[src/rtl/burst_col_seq.sv]
module burst_col_seq #(
  parameter int COL_W = 10
) (
  input  logic             clk,
  input  logic             rst_n,
  input  logic             start,
  input  logic [COL_W-1:0] start_col,
  input  logic [2:0]       len_code,
  input  logic             interleave,
  input  logic             stop,
  output logic             valid,
  output logic [COL_W-1:0] col,
  output logic             last
);
  localparam int CW = COL_W;

  logic          act;
  logic [CW-1:0] base;
  logic [CW-1:0] cnt;
  logic [2:0]    code;
  logic          ilv;
  logic [CW-1:0] mask;

  wire legal = !len_code[2] || (len_code == 3'b111 && !interleave);
  wire go    = start && legal;
  wire full  = (code == 3'b111);

  always_comb begin
    case (code)
      3'b000:  mask = '0;
      3'b001:  mask = CW'(1);
      3'b010:  mask = CW'(3);
      3'b011:  mask = CW'(7);
      default: mask = '1;
    endcase
  end

  wire [CW-1:0] pos = ilv ? (base ^ cnt) : (base + cnt);

  assign col   = (base & ~mask) | (pos & mask);
  assign last  = act && !full && (cnt == mask);
  assign valid = act;

  always_ff @(posedge clk) begin
    if (!rst_n) begin
      act  <= 1'b0;
      base <= '0;
      cnt  <= '0;
      code <= 3'b000;
      ilv  <= 1'b0;
    end else if (go) begin
      act  <= 1'b1;
      base <= start_col;
      cnt  <= '0;
      code <= len_code;
      ilv  <= interleave;
    end else if (act) begin
      if (stop || last) act <= 1'b0;
      else              cnt <= cnt + 1'b1;
    end
  end

  AST_LAST_IN_BURST: assert property (@(posedge clk) disable iff (!rst_n)
    last |-> valid);
  AST_LAST_THEN_IDLE: assert property (@(posedge clk) disable iff (!rst_n)
    (last && !go) |=> !valid);
  AST_NO_LAST_FULL: assert property (@(posedge clk) disable iff (!rst_n)
    (valid && full) |-> !last);
  AST_START_COL: assert property (@(posedge clk) disable iff (!rst_n)
    go |=> (valid && col == $past(start_col)));
  AST_STOP_ENDS: assert property (@(posedge clk) disable iff (!rst_n)
    (valid && stop && !go) |=> !valid);
  AST_BLOCK_HELD: assert property (@(posedge clk) disable iff (!rst_n)
    (valid && !full && !last && !stop && !go) |=>
      ((col & ~mask) == $past(col & ~mask)));
  AST_IDLE_STAYS: assert property (@(posedge clk) disable iff (!rst_n)
    (!valid && !go) |=> !valid);
endmodule

[config.mk]
export PLATFORM = sky130hd
export DESIGN_NAME = burst_col_seq
export DESIGN_NICKNAME = d
export VERILOG_FILES = /design/src/rtl/burst_col_seq.sv
export SDC_FILE = /design/constraint.sdc
export NUM_CORES = 1
export LEC_CHECK = 0
export ABC_AREA = 1
export BUFFER_PORTS_ARGS = -buffer_cell sky130_fd_sc_hd__buf_4
export CORE_ASPECT_RATIO = 0.9
export CORE_MARGIN = 4
export CORE_UTILIZATION = 45
export CTS_CLUSTER_SIZE = 28
export DETAILED_ROUTE_END_ITERATION = 12
export PLACE_DENSITY = 0.66
export SLEW_MARGIN = 20
export SYNTH_ARGS = -nofsm -noshare
export SYNTH_HDL_FRONTEND = slang
export SYNTH_SLANG_ARGS = --single-unit
export TNS_END_PERCENT = 10
[constraint.sdc]
create_clock -name clk -period 2.8 [get_ports clk]
set_clock_uncertainty 0.05 [all_clocks]
set_input_delay 0.42 -clock clk [delete_from_list [all_inputs] [get_ports clk]]
set_output_delay 0.42 -clock clk [all_outputs]
set_load 0.02 [all_outputs]
==> impl.org, run 1 <==
** Status
- Status :: finished clean

** Worst setup path
- For this run, the slowest stage of the critical path takes 0.40 ns.
- Crit path required time :: 2.33 ns
- Library cell contributing the largest single delay on the critical path :: sky130_fd_sc_hd__fa_1
- Most common cell type on the critical path :: sky130_fd_sc_hd__nand2_1
- CP Class :: reg2out
- Worst setup EP type :: output pin
- STA classifies the critical path startpoint as a register.
- In this run the worst path has a maximum fanout of 8.
- Signal arrival time at the worst endpoint :: 2.08 ns
- Ordered list of cells on the worst path :: ha_1, fa_1, nand3_1, nand2_1, nand4_1, nand3_1, nand2_1, nand2_1, nand3_1, nand2_1, buf_4

** Clock network
- H-tree depth :: 1
- Clock input transition at the sequential cells of the worst setup and hold paths :: 0.09 ns
- Counting the buffers created by CTS gives 3.
- Latest clock arrival within the worst-skew pair :: 0.27 ns
- In this run the post-CTS setup repair buffer count came out at 0.
- Maximum count of clock buffers along a single path :: 2
- CTS placed an instance of sky130_fd_sc_hd__clkbuf_8 at the clock tree root.
- TritonCTS built the clock tree.
- Gates resized during post-CTS repair numbered 0.
- The clock drives 25 sinks.
- Post-CTS Hold Fix Bufs :: 0

** Synth
- Fraction of the mapped netlist area in adder cells :: 0.0793
- Synthesis produced a netlist with a net count of 312.
- For this run, the register share of the synthesized area comes to 0.273.
- Synth cell types :: 28
- Counting flops and latches in the post-synthesis netlist gives 25.
- The post-synthesis compound-gate area fraction is 0.152.
- XOR/XNOR share of the synthesized area :: 0.0478
- Yosys top cell area share :: 0.273
- Most instantiated library cell after synthesis :: sky130_fd_sc_hd__nand2_1
- Sorting the synthesized cells by area gives the leading types as sky130_fd_sc_hd__dfxtp_1 27%, sky130_fd_sc_hd__nand2_1 15%, sky130_fd_sc_hd__a21oi_1 7.7%.
- Combinational family with the most area after synthesis :: simple AND/OR/NAND/NOR gates
- Share of async-settable or async-resettable flops after synthesis :: 0
- The most used flip-flop cell after synthesis is sky130_fd_sc_hd__dfxtp_1.
- The synthesized design spends more area on one cell type than any other, namely sky130_fd_sc_hd__dfxtp_1.
- Combined area of all synthesized cells :: 0.00183 mm^2
- The portion of synthesized area spent on multiplexers is 0.
- Synthesized-area fraction occupied by and/or/nand/nor cells :: 0.343
- A synthesized cell averages 6.47 um^2.
- Instance count of the mapped netlist :: 283
- Most numerous cell types in the synthesized netlist :: 73 x sky130_fd_sc_hd__nand2_1, 34 x sky130_fd_sc_hd__inv_1, 28 x sky130_fd_sc_hd__a21oi_1
- EDFF count, synth :: 0
- Count of yosys warnings during synthesis :: 0

** Power and ir drop
- IR Drop Worst-Case VDD :: 0.000301 V
- Total power :: 0.798 mW
- Summed over all cells, the static leakage comes to 0.984 nW.
- Total power density per cell area :: 377 mW/mm^2

** Floorplanning
- Measured along the x axis, the die boundary spans 75.2 um.
- Core area :: 0.00381 mm^2
- The die covers 0.00515 mm^2.
- Starting density of the core :: 0.480
- Site row count :: 21
- Pin placement for this block handled 30 I/O pins.
- Die Height :: 68.5 um

** Detailed routing
- For this run, design rule violations remaining after detail routing come to 0.
- The final layout contains routed wiring with a total length of 4350 um.
- After detailed routing, the average wire length per cell comes to 12.3 um.
- Detailed-route via count :: 1,775
- TritonRoute pass-1 iters :: 4
- Dividing the detail-routed via count by the number of cells gives 5.00.
- Post-detailed-route count of antenna-violating nets :: 0
- Iteration-0 DRC Markers :: 41

** Placed design
- Prior to clock tree synthesis, the placed netlist has a worst setup slack of 0.537 ns.
- Post-DP HPWL :: 3420 um
- Routability-driven placement congestion ratio :: 0.878
- Count of input and output buffers :: 29

** Finish
- Summing all multi-input logic gate instances after layout gives 0.00114 mm^2.
- Core occupancy in the finished layout :: 0.556
- In the final layout, the share of cells above drive strength 1 is 0.165.
- The repair_antennas step left the layout with diodes totalling 0.
- Storage element area :: 500 um^2
- Fill cells in the final layout number 389.
- The final layout contains 339 nets.
- Relative to the synthesized area, the layout overhead comes to 15.7%.

** Timing
- Minimum period implied by the final worst setup slack :: 2.55 ns
- After layout, the worst setup slack is 0.248 ns.
- Sum Neg Setup Slack :: 0 ns
- Number of pins exceeding their max-slew limit in the final report :: 0
- Setup violations remaining at the end of the flow were counted as 0.
- The number of endpoints with negative hold slack in the final report is 0.
- The worst pin sits at a relative slew slack of 0.751.
- Based on the critical path, the design can be clocked at up to 0.392 GHz.
- Portion of the clock cycle consumed by the worst path in the final layout :: 0.912
- RSZ-0062 raised after global routing :: no
- Worst Tran Pin Value :: 0.372 ns

** Global route
- Antenna violations before repair :: 0
- Entering global routing, the biggest net connects 23 pins.
- Number of global-route vias before repair :: 1,582
- The first global-routing pass estimated 7510 um of wire.
- The total overflow left after global routing is 0.
- Aggregate global-route resource usage :: 0.189

** Job
- Max-cap violations :: 0

** Worst hold path
- The tightest min-delay check is of the in2reg type.
layout make-up:
| class | instances | area share |
|---|---|---|
| multi-input combinational | 212 | 0.538 |
| sequential | 25 | 0.236 |
| timing repair buffer | 32 | 0.113 |
| inverter | 36 | 0.0638 |
| tap | 46 | 0.0272 |
| clock buffer | 4 | 0.0213 |
worst max-delay path, delay by kind of cell (launching register included):
kind	cells	cell delay (ns)
buffers and inverters	1	0.15
AND/OR/NAND/NOR	8	0.61
flip-flops	1	0.39
adder cells (fa/ha/maj)	2	0.66
report_power, final:
part	switching, mW	internal [mW]
combinational	0.114	0.0768
sequential	0.0154	0.373
clock	0.118	0.102
logic make-up after synthesis:
family / count (synthesis)
compound gates: 53
xor+xnor: 10
flops: 25
fa+ha+maj: 11
simple gates: 138
buf+inv: 46
path summary, 6_finish.rpt:
| check | start | end | slack [ns] | cells past startpoint |
|---|---|---|---|---|
| worst min register to register | base[0] | base[0] | 0.42 | 2 |
| worst min-delay path | len_code[0] | code[0] | 0.35 | 3 |
| worst max-delay path | cnt[0] | col[8] | 0.25 | 11 |
| worst max register to register | code[2] | cnt[2] | 0.91 | 10 |
layer usage:
layer | vias to the layer above | routed length [um] | global-route usage
li1 | 969 | - | -
met1 | 759 | 2310 | 0.275
met2 | 43 | 1780 | 0.289
met3 | 4 | 215 | 0.0435
met4 | 0 | 42 | 0.0349
met5 | - | 0 | 0
registers in the layout, summed over array words and instances, names as in the netlist:
signal / flops
valid: 1
ilv: 1
code: 3
base: 10
cnt: 10
stage by stage:
step / instance area [um^2] / hold slack, ns / std cells
after global routing: 2120 / 0.346 / 355
after CTS: 2120 / 0.342 / 355
after detailed placement: 2070 / 0.415 / 351
final: 2120 / 0.347 / 355
after floorplan: 1830 / 0.393 / 283
after global placement: 2070 / 0.414 / 351
cell usage in the layout, fill, tap and decap left out, drive strengths merged:
cell type / instances
xor2: 9
o21bai: 1
nor2: 26
clkbuf: 4
a21oi: 29
nand3b: 1
a211oi: 1
nand3: 25
buf: 32
o211ai: 1
fa: 1
dfxtp: 25
o21ai: 20
ha: 10
nand4: 5
inv: 36
o22ai: 1
nor3: 6
xnor2: 1
nand2: 75
No activity file was read; power rests on OpenSTA's default activity.
==> inputs of run 2 (changes only) <==
Settings changed: PLACE_DENSITY 0.66 to 0.69.
Clock period 2.8 ns to 2.3 ns, I/O delays scaled along.
==> impl.org, run 2 (synthesized netlist as in run 1, its figures left out) <==
** Job
- The max-cap check violation count is 0 (unchanged).

** Power and ir drop
- The power per cell area came to 441 mW/mm^2 (+17%).
- The maximum vdd ir drop came to 0.000360 V (+20%).
- The static leakage power was 1.03 nW (+4.5%).

** Timing
- Derived from the worst setup path, the maximum achievable clock frequency is 0.434 GHz.
- The final-layout setup total negative slack is -0.00411 ns (-0.00411 ns).
- The slew at the pin with the worst max-slew slack was 0.439 ns (+0.0664 ns).
- The final worst hold slack is 0.266 ns (-0.0813 ns).
- Number of pins exceeding their max-slew limit in the final report :: 0 (unchanged)
- For the finished layout, the period the worst path requires is 2.30 ns.
- The final worst setup slack is -0.00411 ns (-0.252 ns).
- The number of endpoints with negative hold slack in the final report was 0 (unchanged).
- Portion of the clock cycle consumed by the worst path in the final layout :: 1.00
- Setup repair after global routing could not meet its margin everywhere.
- The worst relative slew slack is 0.707 (-0.0447).
- # setup viols final :: 1 (+1)

** Worst hold path
- The worst hold path belongs to the class in2reg.
- Startpoint of the lowest-slack hold path :: start_col[1]

** Worst setup path
- The highest net fanout along the worst path is 3 (-5).
- Source of the worst register-to-register timing path :: code[2]
- CP bufs+invs :: 1 (unchanged)
- Crit path required time :: 1.90 ns (-0.43 ns)
- The arrival time reported for the critical path endpoint is 1.91 ns (-0.17 ns).
- R2r worst-path depth :: 10 (unchanged)
- Traced cell by cell, the critical path runs through ha_4, fa_2, nand3_2, nand2_2, nand4_1, nand3_2, nand2_1, nand2_1, nand3_1, nand2_1, buf_6.
- Capturing instance or port of the critical path :: col[8]
- The critical path is of the reg2out type.
- In this run the worst setup path begins at cnt[0].
- Register-to-register setup slack :: 0.54 ns (-0.37 ns)
- Crit. path cell count :: 11 (unchanged)
- Worst setup EP type :: output pin
- Largest incremental delay on the critical path :: 0.39 ns (about the same)
- STA classifies the critical path startpoint as a register.
- Family with the most delay on the worst path :: simple AND/OR/NAND/NOR gates
- Among the stages of the critical path, the cell type that occurs most often is sky130_fd_sc_hd__nand2_1.
- Endpoint of the most critical register-to-register path :: cnt[0]
- The slowest stage of the critical path belongs to the cell sky130_fd_sc_hd__fa_2.

** Placed design
- Number of placed instances with taps included :: 358 (+2.0%)
- The global placer's final weighted congestion was 0.869 (-1.0%).
- The number of input and output port buffers inserted is 29 (unchanged).
- Post-DP HPWL :: 3660 um (+7.2%)

** Clock network
- Number of sinks driven by the clock tree :: 25 (unchanged)
- The maximum number of buffers from clock root to sink is 2 (unchanged).
- Postcts setup bufs :: 0 (unchanged)
- H-tree depth :: 1 (unchanged)
- Clock buffers created by TritonCTS :: 3 (unchanged)
- The clock-pin slew of the registers on the worst-case setup and hold paths came to 0.09 ns (about the same).
- The number of buffers inserted by hold repair at cts came to 0 (unchanged).
- Latest clock arrival within the worst-skew pair :: 0.27 ns (about the same)
- The tree is rooted in a sky130_fd_sc_hd__clkbuf_8.
- CTS tree :: built

** Global route
- Overall overflow remaining after global route :: 0 (unchanged)
- The via count of the first global-routing pass came to 1,669 (+5.5%).
- The number of antenna violations at the first check in global routing came to 0 (unchanged).
- The all-layer global routing usage was 0.196 (+0.00704).
- Global-route wire length before repair :: 7780 um (+3.6%)
- The pin count of the biggest net entering global routing is 18 (-22%).

** Floorplanning
- The effective utilization at floorplan was 0.480 (unchanged).
- Core area :: 0.00381 mm^2 (unchanged)
- Die Height :: 68.5 um (unchanged)
- The top-level I/O count came to 30 (unchanged).
- Floorplan die area :: 0.00515 mm^2 (unchanged)
- Overall die width :: 75.2 um (unchanged)
- Site row count :: 21 (unchanged)

** Detailed routing
- TritonRoute pass-1 iters :: 5 (+1)
- DRC viols :: 0 (unchanged)
- The per-cell routed wire length was 13.1 um (+6.6%).
- Iteration-0 DRC Markers :: 131 (+220%)
- The wire length after detailed routing was 4730 um (+8.7%).
- The total vias in the final route is 1,851 (+4.3%).
- Post-detailed-route count of antenna-violating nets :: 0 (unchanged)
- Mean number of vias per cell :: 5.11 (+2.3%)

** Finish
- Commonest non-fill, non-tap cell in the layout :: sky130_fd_sc_hd__nand2_1
- The final antenna diode count came to 0 (unchanged).
- Fill cell count :: 375 (-3.6%)
- Number of nets in the layout :: 346 (+2.1%)
- Storage element area :: 509 um^2 (+1.7%)
- In the layout the commonest cells are 72 x sky130_fd_sc_hd__nand2_1, 38 x sky130_fd_sc_hd__buf_4, 34 x sky130_fd_sc_hd__inv_1, 27 x sky130_fd_sc_hd__a21oi_1, 24 x sky130_fd_sc_hd__nor2_1.
- The share of post-route cells with drive strength above 1 is 0.250 (+0.0850).
- The fraction of the core area covered by cells at the end of the flow is 0.598 (+0.0427).
- Relative to the synthesized area, the layout overhead comes to 24.5%.
- The non-filler instance count after layout is 362 (+2.0%).
- Area occupied by multi-input gates :: 0.00123 mm^2 (+8.1%)
- Top Registers :: base: 10 flops, cnt: 10 flops, code: 3 flops

** Status
- Status :: complete, but fails checks
- The final reports fail on negative setup slack.
==> run 2: layout make-up <==
class,count,share of cell area
clock buffer,3,0.0181
timing repair buffer,39,0.130
clock inverter,1,0.00384
inverter,36,0.0593
sequential,25,0.223
tap,46,0.0252
multi-input combinational,212,0.540
==> run 2: worst min path at each step <==
stage,to,slack [ns],depth (start not counted)
after floorplan,base[0],0.39,2
after global placement,base[9],0.42,2
after detailed placement,base[9],0.41,2
after CTS,base[1],0.26,3
after global routing,base[8],0.28,3
final,base[1],0.27,3
==> run 2: timing repair <==
action	in CTS	in global routing
pin swaps	0	5
cloned	0	0
resized for setup	6	16
setup endpoints to repair	4	6
==> run 2: through the flow <==
| step | power [mW] | setup slack, ns | area (um^2) |
|---|---|---|---|
| final | 1.00 | -0.00411 | 2280 |
| after global routing | 1.06 | -0.0960 | 2280 |
| after CTS | 1.01 | 0.00411 | 2230 |
| after detailed placement | 0.720 | 0.253 | 2120 |
| after global placement | 0.718 | 0.295 | 2120 |
| after floorplan | 0.630 | 0.233 | 1830 |
==> run 2: metal layers <==
metal,vias to the layer above,wire length (um),share of wire,GRT usage
met5,-,0,0,0
met4,0,28,0.0059,0.0262
met3,4,362,0.077,0.0536
met2,59,2140,0.45,0.298
met1,806,2200,0.46,0.285
li1,982,-,-,-
==> run 2: worst register-to-register path, stage by stage (launching register included) <==
cell and delay (ns):
sky130_fd_sc_hd__dfxtp_1 0.48, sky130_fd_sc_hd__inv_2 0.18, sky130_fd_sc_hd__nand2_1 0.15, sky130_fd_sc_hd__nand2_1 0.06, sky130_fd_sc_hd__nand2_1 0.05, sky130_fd_sc_hd__nand2_1 0.05
sky130_fd_sc_hd__nor2_1 0.11, sky130_fd_sc_hd__nand2_2 0.10, sky130_fd_sc_hd__nand2_2 0.21, sky130_fd_sc_hd__nand2_1 0.09, sky130_fd_sc_hd__a21oi_1 0.14
==> run 2: power breakdown <==
group	leakage, nW	internal, mW	total, mW	switching [mW]
Sequential	0.207	0.455	0.479	0.0242
Combinational	0.794	0.103	0.247	0.144
Clock	0.0261	0.127	0.278	0.151
==> inputs of run 3 (changes only) <==
Settings changed: REMOVE_ABC_BUFFERS set to 1, SLEW_MARGIN 20 to unset.
==> impl.org, run 3 (synthesized netlist as in run 1, its figures left out) <==
** Power and ir drop
- Total power density per cell area :: 439 mW/mm^2 (-0.48%)
- IR Drop Worst-Case VDD :: 0.000271 V (-25%)
- P_leak :: 1.04 nW (+0.78%)

** Timing
- Number of pins exceeding their max-slew limit in the final report :: 0 (unchanged)
- The minimum clock period after layout was 2.28 ns (-0.0245 ns).
- FMAX :: 0.439 GHz (+1.1%)
- Portion of the clock cycle consumed by the worst path in the final layout :: 0.991 (-0.0107)
- Worst Tran Pin Value :: 0.400 ns (-0.0384 ns)
- # setup viols final :: 0 (-1)
- RSZ-0062 raised after global routing :: yes
- Relative slew slack :: 0.733 (+0.0264)
- The number of endpoints with negative hold slack in the final report is 0 (unchanged).
- Minimum hold slack :: 0.263 ns (-0.00298 ns)

** Clock network
- Maximum count of clock buffers along a single path :: 2 (unchanged)
- In this run the clock root is driven by a sky130_fd_sc_hd__clkbuf_8.
- The clock-pin slew of the registers on the worst-case setup and hold paths came to 0.09 ns (about the same).
- Post-CTS Hold Fix Bufs :: 0 (unchanged)
- The insertion delay to the later sink of the worst-skew pair is 0.28 ns (about the same).
- TritonCTS built the clock tree.
- The number of levels in the clock H-tree was 1 (unchanged).
- The total clock sinks was 25 (unchanged).
- Clock buffers created by TritonCTS :: 3 (unchanged)

** Floorplanning
- The area of the die was 0.00515 mm^2 (unchanged).
- The floorplan core area was 0.00381 mm^2 (unchanged).
- Die Height :: 68.5 um (unchanged)
- Overall die width :: 75.2 um (unchanged)
- I/O pin count :: 30 (unchanged)
- Starting density of the core :: 0.480 (unchanged)
- Site row count :: 21 (unchanged)

** Finish
- Most frequent cells in the layout :: 72 x sky130_fd_sc_hd__nand2_1, 39 x sky130_fd_sc_hd__buf_4, 34 x sky130_fd_sc_hd__inv_1, 27 x sky130_fd_sc_hd__a21oi_1, 24 x sky130_fd_sc_hd__nor2_1
- Commonest non-fill, non-tap cell in the layout :: sky130_fd_sc_hd__nand2_1
- The fraction of the core area covered by cells at the end of the flow is 0.601 (+0.00230).
- Ratio of cells with drive above 1 in the final layout :: 0.262 (+0.0118)
- Number of nets in the layout :: 347 (+0.29%)
- Diodes inserted :: 0 (unchanged)
- The largest registers in the layout are base: 10 flops, cnt: 10 flops, code: 3 flops.
- From synthesis to final layout, the design area changed by 25.0%.

** Worst setup path
- STA classifies the critical path startpoint as a register.
- The worst setup path is captured at an output pin.
- The worst endpoint required time was 1.90 ns (about the same).
- Signal arrival time at the worst endpoint :: 1.88 ns (-0.03 ns)
- The critical path goes through ha_4, fa_2, nand3_2, nand2_2, nand4_1, nand3_1, nand2_1, nand2_1, nand3_1, nand2_1, buf_6.
- Register-to-register setup slack :: 0.43 ns (-0.11 ns)
- CP Max Fanout :: 3 (unchanged)
- The cell that appears most often on the critical path is sky130_fd_sc_hd__nand2_1.
- CP Class :: reg2out
- The slowest stage of the critical path belongs to the cell sky130_fd_sc_hd__fa_2.
- The maximum cell stage delay along the critical path is 0.37 ns (-0.02 ns).
- The cell family contributing the most delay on the critical path is simple AND/OR/NAND/NOR gates.
- CP bufs+invs :: 1 (unchanged)

** Global route
- The overflow left after global routing came to 0 (unchanged).
- Largest net degree at the start of global routing :: 25 (+7)
- The via count of the first global-routing pass is 1,683 (+0.84%).
- The global routing stage identified its most utilized layer as met2.
- Global routing met3 resource utilization :: 0.0406 (-0.0130)
- Aggregate global-route resource usage :: 0.197 (about the same)
- The met2 routing resource usage after global routing came to 0.317 (+0.0196).
- Global-route wire length before repair :: 7860 um (+0.98%)
- Antenna violations before repair :: 0 (unchanged)
- The met1 track utilization from global routing was 0.272 (-0.0133).

** Worst hold path
- The path class of the tightest hold or removal check is in2reg.

** Placed design
- Count of input and output buffers :: 29 (unchanged)
- The detailed-placement wirelength estimate was 3400 um (-7.2%).
- Routability-driven placement congestion ratio :: 0.868 (-0.20%)

** Detailed routing
- Detailed-route via count :: 1,876 (+1.4%)
- The wire length after detailed routing was 4810 um (+1.6%).
- The detailed router's first-iteration violation count came to 155 (+18%).
- The antenna violation net count after detailed routing came to 0 (unchanged).
- The number of vias per cell was 5.17 (+1.1%).
- The total DRC errors in the routed layout came to 0 (unchanged).
- The number of iterations in the first detailed-routing pass is 5 (unchanged).
- Average wire length per cell after detail routing :: 13.2 um (+1.3%)

** Job
- Max-cap violations :: 0 (unchanged)

** Status
- Status :: finished clean
run 3: cell types whose count changed in the layout (fill, tap and decap cells not counted), sizes merged:
cell	delta
buf	+1
clkbuf	+1
inv	-1
run 3: report_power, final:
| group | switching, mW | leakage (nW) | internal [mW] | total, mW |
|---|---|---|---|---|
| clock network | 0.153 | 0.0228 | 0.124 | 0.278 |
| logic | 0.145 | 0.803 | 0.103 | 0.247 |
| registers | 0.0235 | 0.210 | 0.455 | 0.479 |
run 3: layout make-up:
| class | count | area [um^2] |
|---|---|---|
| multi-input combinational | 212 | 1230 |
| inverter | 36 | 135 |
| sequential | 25 | 515 |
| fill | 359 | 1520 |
| clock buffer | 4 | 45.0 |
| tap | 46 | 57.6 |
| timing repair buffer | 40 | 304 |
run 3: through the flow:
step | cells | area (um^2) | total power [mW] | setup slack (ns) | setup TNS, ns
after floorplan | 273 | 1770 | 0.620 | 0.233 | 0
after global placement | 357 | 2120 | 0.716 | 0.262 | 0
after detailed placement | 357 | 2120 | 0.718 | 0.235 | 0
after CTS | 361 | 2180 | 0.986 | 0.00787 | 0
after global routing | 363 | 2290 | 1.05 | -0.0716 | -0.280
final | 363 | 2290 | 1.00 | 0.0204 | 0
run 3: metal layers:
| layer | share of wire | wire [um] | vias up |
|---|---|---|---|
| li1 | - | - | 990 |
| met5 | 0 | 0 | - |
| met1 | 0.47 | 2260 | 828 |
| met4 | 0.0079 | 38 | 0 |
| met2 | 0.46 | 2220 | 53 |
| met3 | 0.060 | 286 | 5 |
run 3: path summary, 6_finish.rpt:
| path | cells past startpoint | endpoint | from |
|---|---|---|---|
| setup / recovery | 11 | col[8] | cnt[0] |
| hold / removal | 3 | base[1] | start_col[1] |
| setup reg to reg | 10 | cnt[9] | code[2] |
| hold reg to reg | 2 | base[9] | base[9] |
run 3: timing repair:
| item | 4_1_cts | 5_1_grt |
|---|---|---|
| pin swaps | 0 | 5 |
| endpoints found under the setup margin | 5 | 8 |
| setup buffers | 0 | 2 |
| resized for setup | 4 | 23 |
run 3: worst min-delay path: cells and delay by family:
kind,cells,cell delay (ns)
AND/OR/NAND/NOR,1,0.07
AO/OA/AOI/OAI,1,0.07
buffers and inverters,1,0.07
